--- config.mk ---
export PLATFORM = sky130hd
export DESIGN_NAME = wave_seq
export DESIGN_NICKNAME = d
export VERILOG_FILES = /design/src/rtl/wave_seq_pkg.sv /design/src/rtl/wave_seq_mem.sv /design/src/rtl/wave_seq_sync.sv /design/src/rtl/wave_seq_core.sv /design/src/rtl/wave_seq.sv
export SDC_FILE = /design/constraint.sdc
export NUM_CORES = 1
export LEC_CHECK = 0
export BUFFER_PORTS_ARGS = -buffer_cell sky130_fd_sc_hd__buf_2
export CAP_MARGIN = 25
export CORE_ASPECT_RATIO = 0.8
export CORE_MARGIN = 2
export CORE_UTILIZATION = 53
export CTS_CLUSTER_DIAMETER = 40
export DETAILED_ROUTE_END_ITERATION = 10
export PLACE_DENSITY_LB_ADDON = 0.15
export SYNTH_ARGS = -nofsm -noshare
export SYNTH_HDL_FRONTEND = slang
export SYNTH_SLANG_ARGS = --single-unit
--- constraint.sdc ---
create_clock -name clk -period 6 [get_ports clk]
set_input_delay 0.3 -clock clk [delete_from_list [all_inputs] [get_ports clk]]
set_output_delay 0.3 -clock clk [all_outputs]
set_load 0.005 [all_outputs]
--- src/rtl/wave_seq_pkg.sv ---
package wave_seq_pkg;
  localparam int IV_W    = 3;
  localparam int NUM_IV  = 1 << IV_W;
  localparam logic [IV_W-1:0] IV_IDLE = 3'd7;

  localparam int GRP_W   = 2;
  localparam int NUM_GRP = 1 << GRP_W;
  localparam int GRP_LEN = 0;
  localparam int GRP_OP  = 1;
  localparam int GRP_OUT = 2;
  localparam int GRP_LFN = 3;

  localparam int OP_DEC  = 0;
  localparam int OP_DATA = 1;
  localparam int OP_NEXT = 2;
  localparam int OP_IRQ  = 4;

  localparam int NUM_KIND = 4;

  typedef enum logic [1:0] {
    LF_AND  = 2'b00,
    LF_OR   = 2'b01,
    LF_XOR  = 2'b10,
    LF_ANDN = 2'b11
  } lfunc_e;

  typedef struct packed {
    logic [7:0] lfn;
    logic [7:0] outp;
    logic [7:0] op;
    logic [7:0] len;
  } desc_t;
endpackage

--- src/rtl/wave_seq_mem.sv ---
module wave_seq_mem
  import wave_seq_pkg::*;
#(
  parameter int WF_W = 2
) (
  input  logic                         clk,
  input  logic                         we,
  input  logic [WF_W+GRP_W+IV_W-1:0]   waddr,
  input  logic [7:0]                   wdata,
  input  logic [WF_W+IV_W-1:0]         raddr,
  output desc_t                        rd
);
  localparam int AW    = WF_W + GRP_W + IV_W;
  localparam int DEPTH = 1 << (WF_W + IV_W);

  logic [WF_W+IV_W-1:0] bank_idx;
  logic [7:0]           rd_b [NUM_GRP];

  assign bank_idx = {waddr[AW-1 -: WF_W], waddr[IV_W-1:0]};

  // One bank per descriptor group, so all four bytes of an interval read at once
  for (genvar g = 0; g < NUM_GRP; g++) begin : g_bank
    logic [7:0] bank [DEPTH];
    always_ff @(posedge clk) begin
      if (we && (waddr[IV_W +: GRP_W] == GRP_W'(g)))
        bank[bank_idx] <= wdata;
    end
    assign rd_b[g] = bank[raddr];
  end

  assign rd.len  = rd_b[GRP_LEN];
  assign rd.op   = rd_b[GRP_OP];
  assign rd.outp = rd_b[GRP_OUT];
  assign rd.lfn  = rd_b[GRP_LFN];
endmodule

--- src/rtl/wave_seq_sync.sv ---
module wave_seq_sync #(
  parameter int W      = 6,
  parameter int STAGES = 2
) (
  input  logic         clk,
  input  logic         rst,
  input  logic [W-1:0] d,
  output logic [W-1:0] q
);
  logic [W-1:0] st [STAGES];

  always_ff @(posedge clk) begin
    if (rst) begin
      for (int i = 0; i < STAGES; i++) st[i] <= '0;
    end else begin
      st[0] <= d;
      for (int i = 1; i < STAGES; i++) st[i] <= st[i-1];
    end
  end

  assign q = st[STAGES-1];
endmodule

--- src/rtl/wave_seq_core.sv ---
module wave_seq_core
  import wave_seq_pkg::*;
#(
  parameter int WF_W  = 2,
  parameter int RDY_N = 6
) (
  input  logic              clk,
  input  logic              rst,
  input  logic              start,
  input  logic [WF_W-1:0]   start_wf,
  input  logic              abort,
  input  logic [RDY_N-1:0]  rdy,
  input  desc_t             d,
  output logic              busy,
  output logic [WF_W-1:0]   wf,
  output logic [IV_W-1:0]   iv,
  output logic              data_en,
  output logic              data_next,
  output logic              irq
);
  logic            busy_q;
  logic [WF_W-1:0] wf_q;
  logic [IV_W-1:0] iv_q;
  logic [7:0]      cnt_q;

  logic            is_dec, len_done, last, cond, term_a, term_b;
  logic [7:0]      rdy_x;
  logic [IV_W-1:0] nxt_iv;
  lfunc_e          fn;

  always_comb begin
    rdy_x = '0;
    rdy_x[RDY_N-1:0] = rdy;
  end

  assign is_dec   = d.op[OP_DEC];
  assign term_a   = rdy_x[d.lfn[5:3]];
  assign term_b   = rdy_x[d.lfn[2:0]];
  assign fn       = lfunc_e'(d.lfn[7:6]);

  always_comb begin
    case (fn)
      LF_AND:  cond = term_a & term_b;
      LF_OR:   cond = term_a | term_b;
      LF_XOR:  cond = term_a ^ term_b;
      default: cond = term_a & ~term_b;
    endcase
  end

  // zero length behaves as one cycle
  assign len_done = ({1'b0, cnt_q} + 9'd1) >= {1'b0, d.len};
  assign last     = is_dec | len_done;
  assign nxt_iv   = is_dec ? (cond ? d.len[5:3] : d.len[2:0]) : iv_q + 3'd1;

  always_ff @(posedge clk) begin
    if (rst) begin
      busy_q <= 1'b0;
      wf_q   <= '0;
      iv_q   <= IV_IDLE;
      cnt_q  <= '0;
    end else if (abort) begin
      busy_q <= 1'b0;
      iv_q   <= IV_IDLE;
      cnt_q  <= '0;
    end else if (!busy_q) begin
      if (start) begin
        busy_q <= 1'b1;
        wf_q   <= start_wf;
        iv_q   <= '0;
        cnt_q  <= '0;
      end
    end else if (last) begin
      cnt_q <= '0;
      iv_q  <= nxt_iv;
      if (nxt_iv == IV_IDLE) busy_q <= 1'b0;
    end else begin
      cnt_q <= cnt_q + 8'd1;
    end
  end

  assign busy      = busy_q;
  assign wf        = wf_q;
  assign iv        = iv_q;
  assign data_en   = busy_q & d.op[OP_DATA];
  assign data_next = busy_q & last & d.op[OP_NEXT];
  assign irq       = busy_q & d.op[OP_IRQ] & (cnt_q == '0);

  logic unused_core;
  assign unused_core = ^{d.outp, d.op[7:5], d.op[3], d.len[7:6]};
endmodule

--- src/rtl/wave_seq.sv ---
module wave_seq
  import wave_seq_pkg::*;
#(
  parameter int NUM_WF = 4,
  parameter int CTL_W  = 6,
  parameter int RDY_N  = 6,
  parameter int SYNC_N = 2
) (
  input  logic                          clk,
  input  logic                          rst,
  input  logic                          desc_we,
  input  logic [$clog2(NUM_WF)+GRP_W+IV_W-1:0] desc_addr,
  input  logic [7:0]                    desc_wdata,
  input  logic                          idle_we,
  input  logic [CTL_W-1:0]              idle_wdata,
  input  logic                          map_we,
  input  logic [NUM_KIND*$clog2(NUM_WF)-1:0] map_wdata,
  input  logic                          start,
  input  logic [1:0]                    start_kind,
  input  logic                          abort,
  input  logic [RDY_N-1:0]              rdy_in,
  output logic [CTL_W-1:0]              ctl_out,
  output logic                          data_en,
  output logic                          data_next,
  output logic                          irq,
  output logic                          done
);
  localparam int WF_W  = $clog2(NUM_WF);
  localparam int MAP_W = NUM_KIND * WF_W;

  function automatic logic [MAP_W-1:0] map_init();
    logic [MAP_W-1:0] r;
    r = '0;
    for (int k = 0; k < NUM_KIND; k++) r[k*WF_W +: WF_W] = WF_W'(k % NUM_WF);
    return r;
  endfunction

  logic [CTL_W-1:0] idle_pat_q;
  logic [MAP_W-1:0] map_q;
  logic [WF_W-1:0]  start_wf, wf_w;
  logic [IV_W-1:0]  iv_w;
  logic [RDY_N-1:0] rdy_s;
  logic             busy_w;
  desc_t            d_w;

  always_ff @(posedge clk) begin
    if (rst) begin
      idle_pat_q <= '1;
      map_q      <= map_init();
    end else begin
      if (idle_we) idle_pat_q <= idle_wdata;
      if (map_we)  map_q      <= map_wdata;
    end
  end

  assign start_wf = map_q[start_kind*WF_W +: WF_W];

  wave_seq_mem #(.WF_W(WF_W)) u_mem (
    .clk   (clk),
    .we    (desc_we),
    .waddr (desc_addr),
    .wdata (desc_wdata),
    .raddr ({wf_w, iv_w}),
    .rd    (d_w)
  );

  wave_seq_sync #(.W(RDY_N), .STAGES(SYNC_N)) u_sync (
    .clk (clk),
    .rst (rst),
    .d   (rdy_in),
    .q   (rdy_s)
  );

  wave_seq_core #(.WF_W(WF_W), .RDY_N(RDY_N)) u_core (
    .clk       (clk),
    .rst       (rst),
    .start     (start),
    .start_wf  (start_wf),
    .abort     (abort),
    .rdy       (rdy_s),
    .d         (d_w),
    .busy      (busy_w),
    .wf        (wf_w),
    .iv        (iv_w),
    .data_en   (data_en),
    .data_next (data_next),
    .irq       (irq)
  );

  assign ctl_out = busy_w ? d_w.outp[CTL_W-1:0] : idle_pat_q;
  assign done    = ~busy_w;

  logic unused_top;
  assign unused_top = ^{d_w.outp[7:CTL_W]};
endmodule

==> run summary <==
The end point of the most critical hold path is u_mem.g_bank[0].bank[12][5]. Along the worst hold path, the cell count comes to 1. The number of H-tree levels is 3. The final number of setup-violating endpoints came out at 0.

The setup total negative slack came out at 0 ps. Max-cap violations in this run came to 0. The initialized floorplan defines 83 standard-cell rows. The all-layer global routing usage is 0.247. The worst-case clock skew came out at 21.0 ps. The max-slew headroom at the worst pin is 0.309. Setup repair after global routing left no endpoint under its margin. Leaving out fill and tap cells, the most frequent cells in the layout are 832 x sky130_fd_sc_hd__edfxtp_1, 256 x sky130_fd_sc_hd__mux4_2, 161 x sky130_fd_sc_hd__nor2_1.

The critical path goes through buf_4 > mux4_2 > mux4_2 > mux2i_1 > ha_1 > a21o_1 > a21o_1 > a21o_1 > a21o_1 > a21o_1 > a21o_1 > a21oi_1 > nand2b_1 > nor2_1 > buf_2. The minimum hold slack is 42.8 ps. The critical hold path startpoint is desc_wdata[5]. For this run, the register share of the synthesized area comes to 0.754.

For this block, the via count after detailed routing is 16700. The TritonCTS clock tree is built. The slowest stage of the critical path is the sky130_fd_sc_hd__dfxtp_4 cell. The number of antenna-violating nets in the routed design came out at 0. The Yosys warning count came out at 0. For flop-to-flop paths, the worst setup slack is 1110 ps. On the critical path the largest part of the delay comes from multiplexers. The final weighted congestion in routability-driven placement is 0.815.

The upper clock frequency limit is 186 MHz. The final cell count without fillers came out at 2685. The maximum number of pins on one net before global-route repair came out at 97. The clock root buffer master is sky130_fd_sc_hd__clkbuf_16.

The number of global-route vias before repair is 16400. The number of pins exceeding their max-slew limit in the final report came out at 0. The synthesized instance count came out at 1602. The area occupied by registers is 25800 µm². The reported leakage power came out at 0.0128 µW. The final wirelength is 79700 µm.

Power spread over the standard cell area amounts to 358 nW/µm². The area of the die is 66600 µm². The worst IR drop on VDD is 0.324 mV. The run finished with clean final reports.

The global-route wire length before repair came out at 116000 µm. The tightest min-delay check is of the in2reg type. The highest fanout seen on the critical path came out at 27.

Counting both buffers and inverters, the worst setup path holds a total of 2. Counting flops and latches in the post-synthesis netlist gives 872. The core occupancy in the finished layout is 0.619. The die width is 288 µm. The number of antenna violations at the first check in global routing is 5. The first detailed-routing pass took 5 iterations.

The area of the placeable core came out at 64000 µm². The detailed placer's ending HPWL is 48200 µm. The fraction of final layout cells sized beyond drive strength 1 came out at 0.300. The I/O pin total came out at 54. The worst setup path is of the reg2out kind. Fill cells in the final layout number 4436.

The most common flop cell mapped by yosys is sky130_fd_sc_hd__edfxtp_1. The signal arrival time at the worst endpoint is 5060 ps. The proportion of register bits with asynchronous set or reset after synthesis is 0. Yosys mapped a number of flops with a built-in enable equal to 832. CTS saw 872 sinks. The clock insertion delay at the later pin of the skew report came out at 660 ps. The number of buffers between clock root and the deepest sink is 3.

By instance count, the cell type seen most on the critical path is sky130_fd_sc_hd__a21o_1. The count of different cell masters after synthesis is 49. The net total in the final layout is 1800.

The worst reg2reg path startpoint is u_core.iv[0]. STA classifies the critical path startpoint as a flip-flop. The area of combinational cells with multiple inputs is 8020 µm². Dividing the final minimum period by the clock period gives 0.894. The remaining global-route overflow is 0. After detailed routing, the number of vias per cell comes to 6.21. Clock-pin slew was measured on the worst setup and hold paths at 60 ps. The number of nets handed over by synthesis was 1661. The hold violation count in the final report is 0. At the pin with the least slew margin, the transition time is 1030 ps.

The data required time at the worst endpoint is 5700 ps. The count of buffers from port buffering is 53. The starting density of the core is 0.535. The length in cells of the worst reg-to-reg path came out at 15.

Dividing the detail-routed wire length by the instance count gives 29.7 µm. Averaged over all synthesized cells, the footprint is 21.4 µm². The post-CTS setup buffer count came out at 0. The vertical die dimension came out at 231 µm.

The iteration-0 DRC count of the detailed router is 1876. In this design, the stage delay of the slowest critical-path cell is 720 ps. The count of unresolved DRC violations after routing came out at 0. Clock tree synthesis inserted a total of 105 buffers. In this run the cell area of the synthesized design comes to 34200 µm².

The most common cell after layout, fill and taps aside is sky130_fd_sc_hd__edfxtp_1. The capture point of the worst reg-to-reg path is u_core.busy. STA classifies the critical path endpoint as an output port. The cell count after placement is 2452. After layout, the minimum clock period comes to 5360 ps.

Compared with the post-synthesis result, the final layout area differs by 15.8%.
[through the flow]
step / worst slack, ps / instance area (µm²) / power, µW
floorplan: 1030 / 34200 / 7270
global placement: 1200 / 35500 / 7550
detailed placement: 1130 / 35500 / 7560
CTS: 494 / 39500 / 14300
global route: 325 / 39600 / 14600
finish: 636 / 39600 / 14200
[layer usage]
metal	GRT usage	up-vias	wire [µm]
met5	0	-	12
met2	0.353	752	35800
li1	-	6943	-
met3	0.0542	127	6770
met4	0.0670	2	2060
met1	0.388	8850	35100
[worst max-delay path by stage]
stage / slack [ps] / cells past startpoint / endpoint / startpoint
finish: 640 / 15 / data_next / u_core.iv[0]
global route: 330 / 15 / data_next / u_core.iv[0]
CTS: 490 / 14 / data_next / u_core.iv[1]
detailed placement: 1130 / 14 / u_core.iv[0] / u_core.iv[1]
global placement: 1200 / 14 / u_core.iv[2] / u_core.iv[1]
floorplan: 1030 / 20 / u_core.iv[2] / u_core.iv[0]
[synthesized netlist by cell type (2+ instances only)]
| cell type | n | area share |
|---|---|---|
| sky130_fd_sc_hd__buf_4 | 5 | 0.0011 |
| sky130_fd_sc_hd__dfxtp_1 | 40 | 0.023 |
| sky130_fd_sc_hd__nand2_1 | 40 | 0.0044 |
| sky130_fd_sc_hd__clkbuf_1 | 46 | 0.0050 |
| sky130_fd_sc_hd__nor3_1 | 2 | 0.00029 |
| sky130_fd_sc_hd__buf_1 | 9 | 0.00099 |
| sky130_fd_sc_hd__nor2_1 | 161 | 0.018 |
| sky130_fd_sc_hd__inv_1 | 7 | 0.00077 |
| sky130_fd_sc_hd__nand3_1 | 5 | 0.00073 |
| sky130_fd_sc_hd__or3_1 | 2 | 0.00037 |
| sky130_fd_sc_hd__mux2_2 | 2 | 0.00066 |
| sky130_fd_sc_hd__buf_2 | 22 | 0.0032 |
| sky130_fd_sc_hd__ha_1 | 15 | 0.0055 |
| sky130_fd_sc_hd__a21oi_1 | 13 | 0.0019 |
| sky130_fd_sc_hd__xor2_1 | 3 | 0.00077 |
| sky130_fd_sc_hd__or3b_2 | 3 | 0.00077 |
| sky130_fd_sc_hd__a211o_1 | 10 | 0.0026 |
| sky130_fd_sc_hd__buf_6 | 3 | 0.00099 |
| sky130_fd_sc_hd__a22oi_1 | 7 | 0.0015 |
| sky130_fd_sc_hd__o31a_1 | 2 | 0.00051 |
| sky130_fd_sc_hd__mux4_2 | 256 | 0.17 |
| sky130_fd_sc_hd__o22ai_1 | 10 | 0.0018 |
| sky130_fd_sc_hd__nor2b_1 | 24 | 0.0044 |
| sky130_fd_sc_hd__nand2b_1 | 5 | 0.00091 |
| sky130_fd_sc_hd__edfxtp_1 | 832 | 0.73 |
| sky130_fd_sc_hd__nand3b_1 | 5 | 0.0011 |
| sky130_fd_sc_hd__mux2_1 | 2 | 0.00066 |
| sky130_fd_sc_hd__nor3b_1 | 5 | 0.0011 |
| sky130_fd_sc_hd__and3b_1 | 2 | 0.00051 |
| sky130_fd_sc_hd__or2_2 | 2 | 0.00037 |
| sky130_fd_sc_hd__mux2i_1 | 34 | 0.0099 |
| sky130_fd_sc_hd__o21ai_0 | 2 | 0.00029 |
| sky130_fd_sc_hd__a21o_1 | 6 | 0.0013 |
| sky130_fd_sc_hd__xnor2_1 | 5 | 0.0013 |
[timing repair]
item                                   4_1_cts  5_1_grt
resized for setup                            0        0
endpoints found under the hold margin       20        0
hold buffers                                26        0
[state kept, by name (all words and copies together), names as in the netlist]
| name | flops |
|---|---|
| idle_pat_q | 6 |
| map_q | 8 |
| u_core.busy | 1 |
| u_core.cnt_q | 8 |
| u_core.iv | 3 |
| u_core.wf | 2 |
| u_mem.g_bank.bank | 832 |
| u_sync.st | 12 |
[layout make-up]
class / count / share of cell area
Sequential cell: 872 / 0.651
Multi-Input combinational cell: 638 / 0.202
Clock buffer: 115 / 0.0694
Tap cell: 850 / 0.0268
Clock inverter: 83 / 0.0265
Timing Repair Buffer: 117 / 0.0230
Inverter: 7 / 0.000663
Antenna cell: 3 / 0.000189
[logic make-up after synthesis]
family,synth area share
AOI/OAI and AO/OA,0.0121
adders and majority gates,0.00549
xor gates and xnor gates,0.00205
buffers and inverters,0.0121
and+or+nand+nor,0.0343
muxes,0.180
DFF,0.754
[power breakdown]
group,internal [µW],switching (µW)
clock,4090,2670
combinational,316,392
sequential,6700,41.7
(Power assumes the default switching activity.)
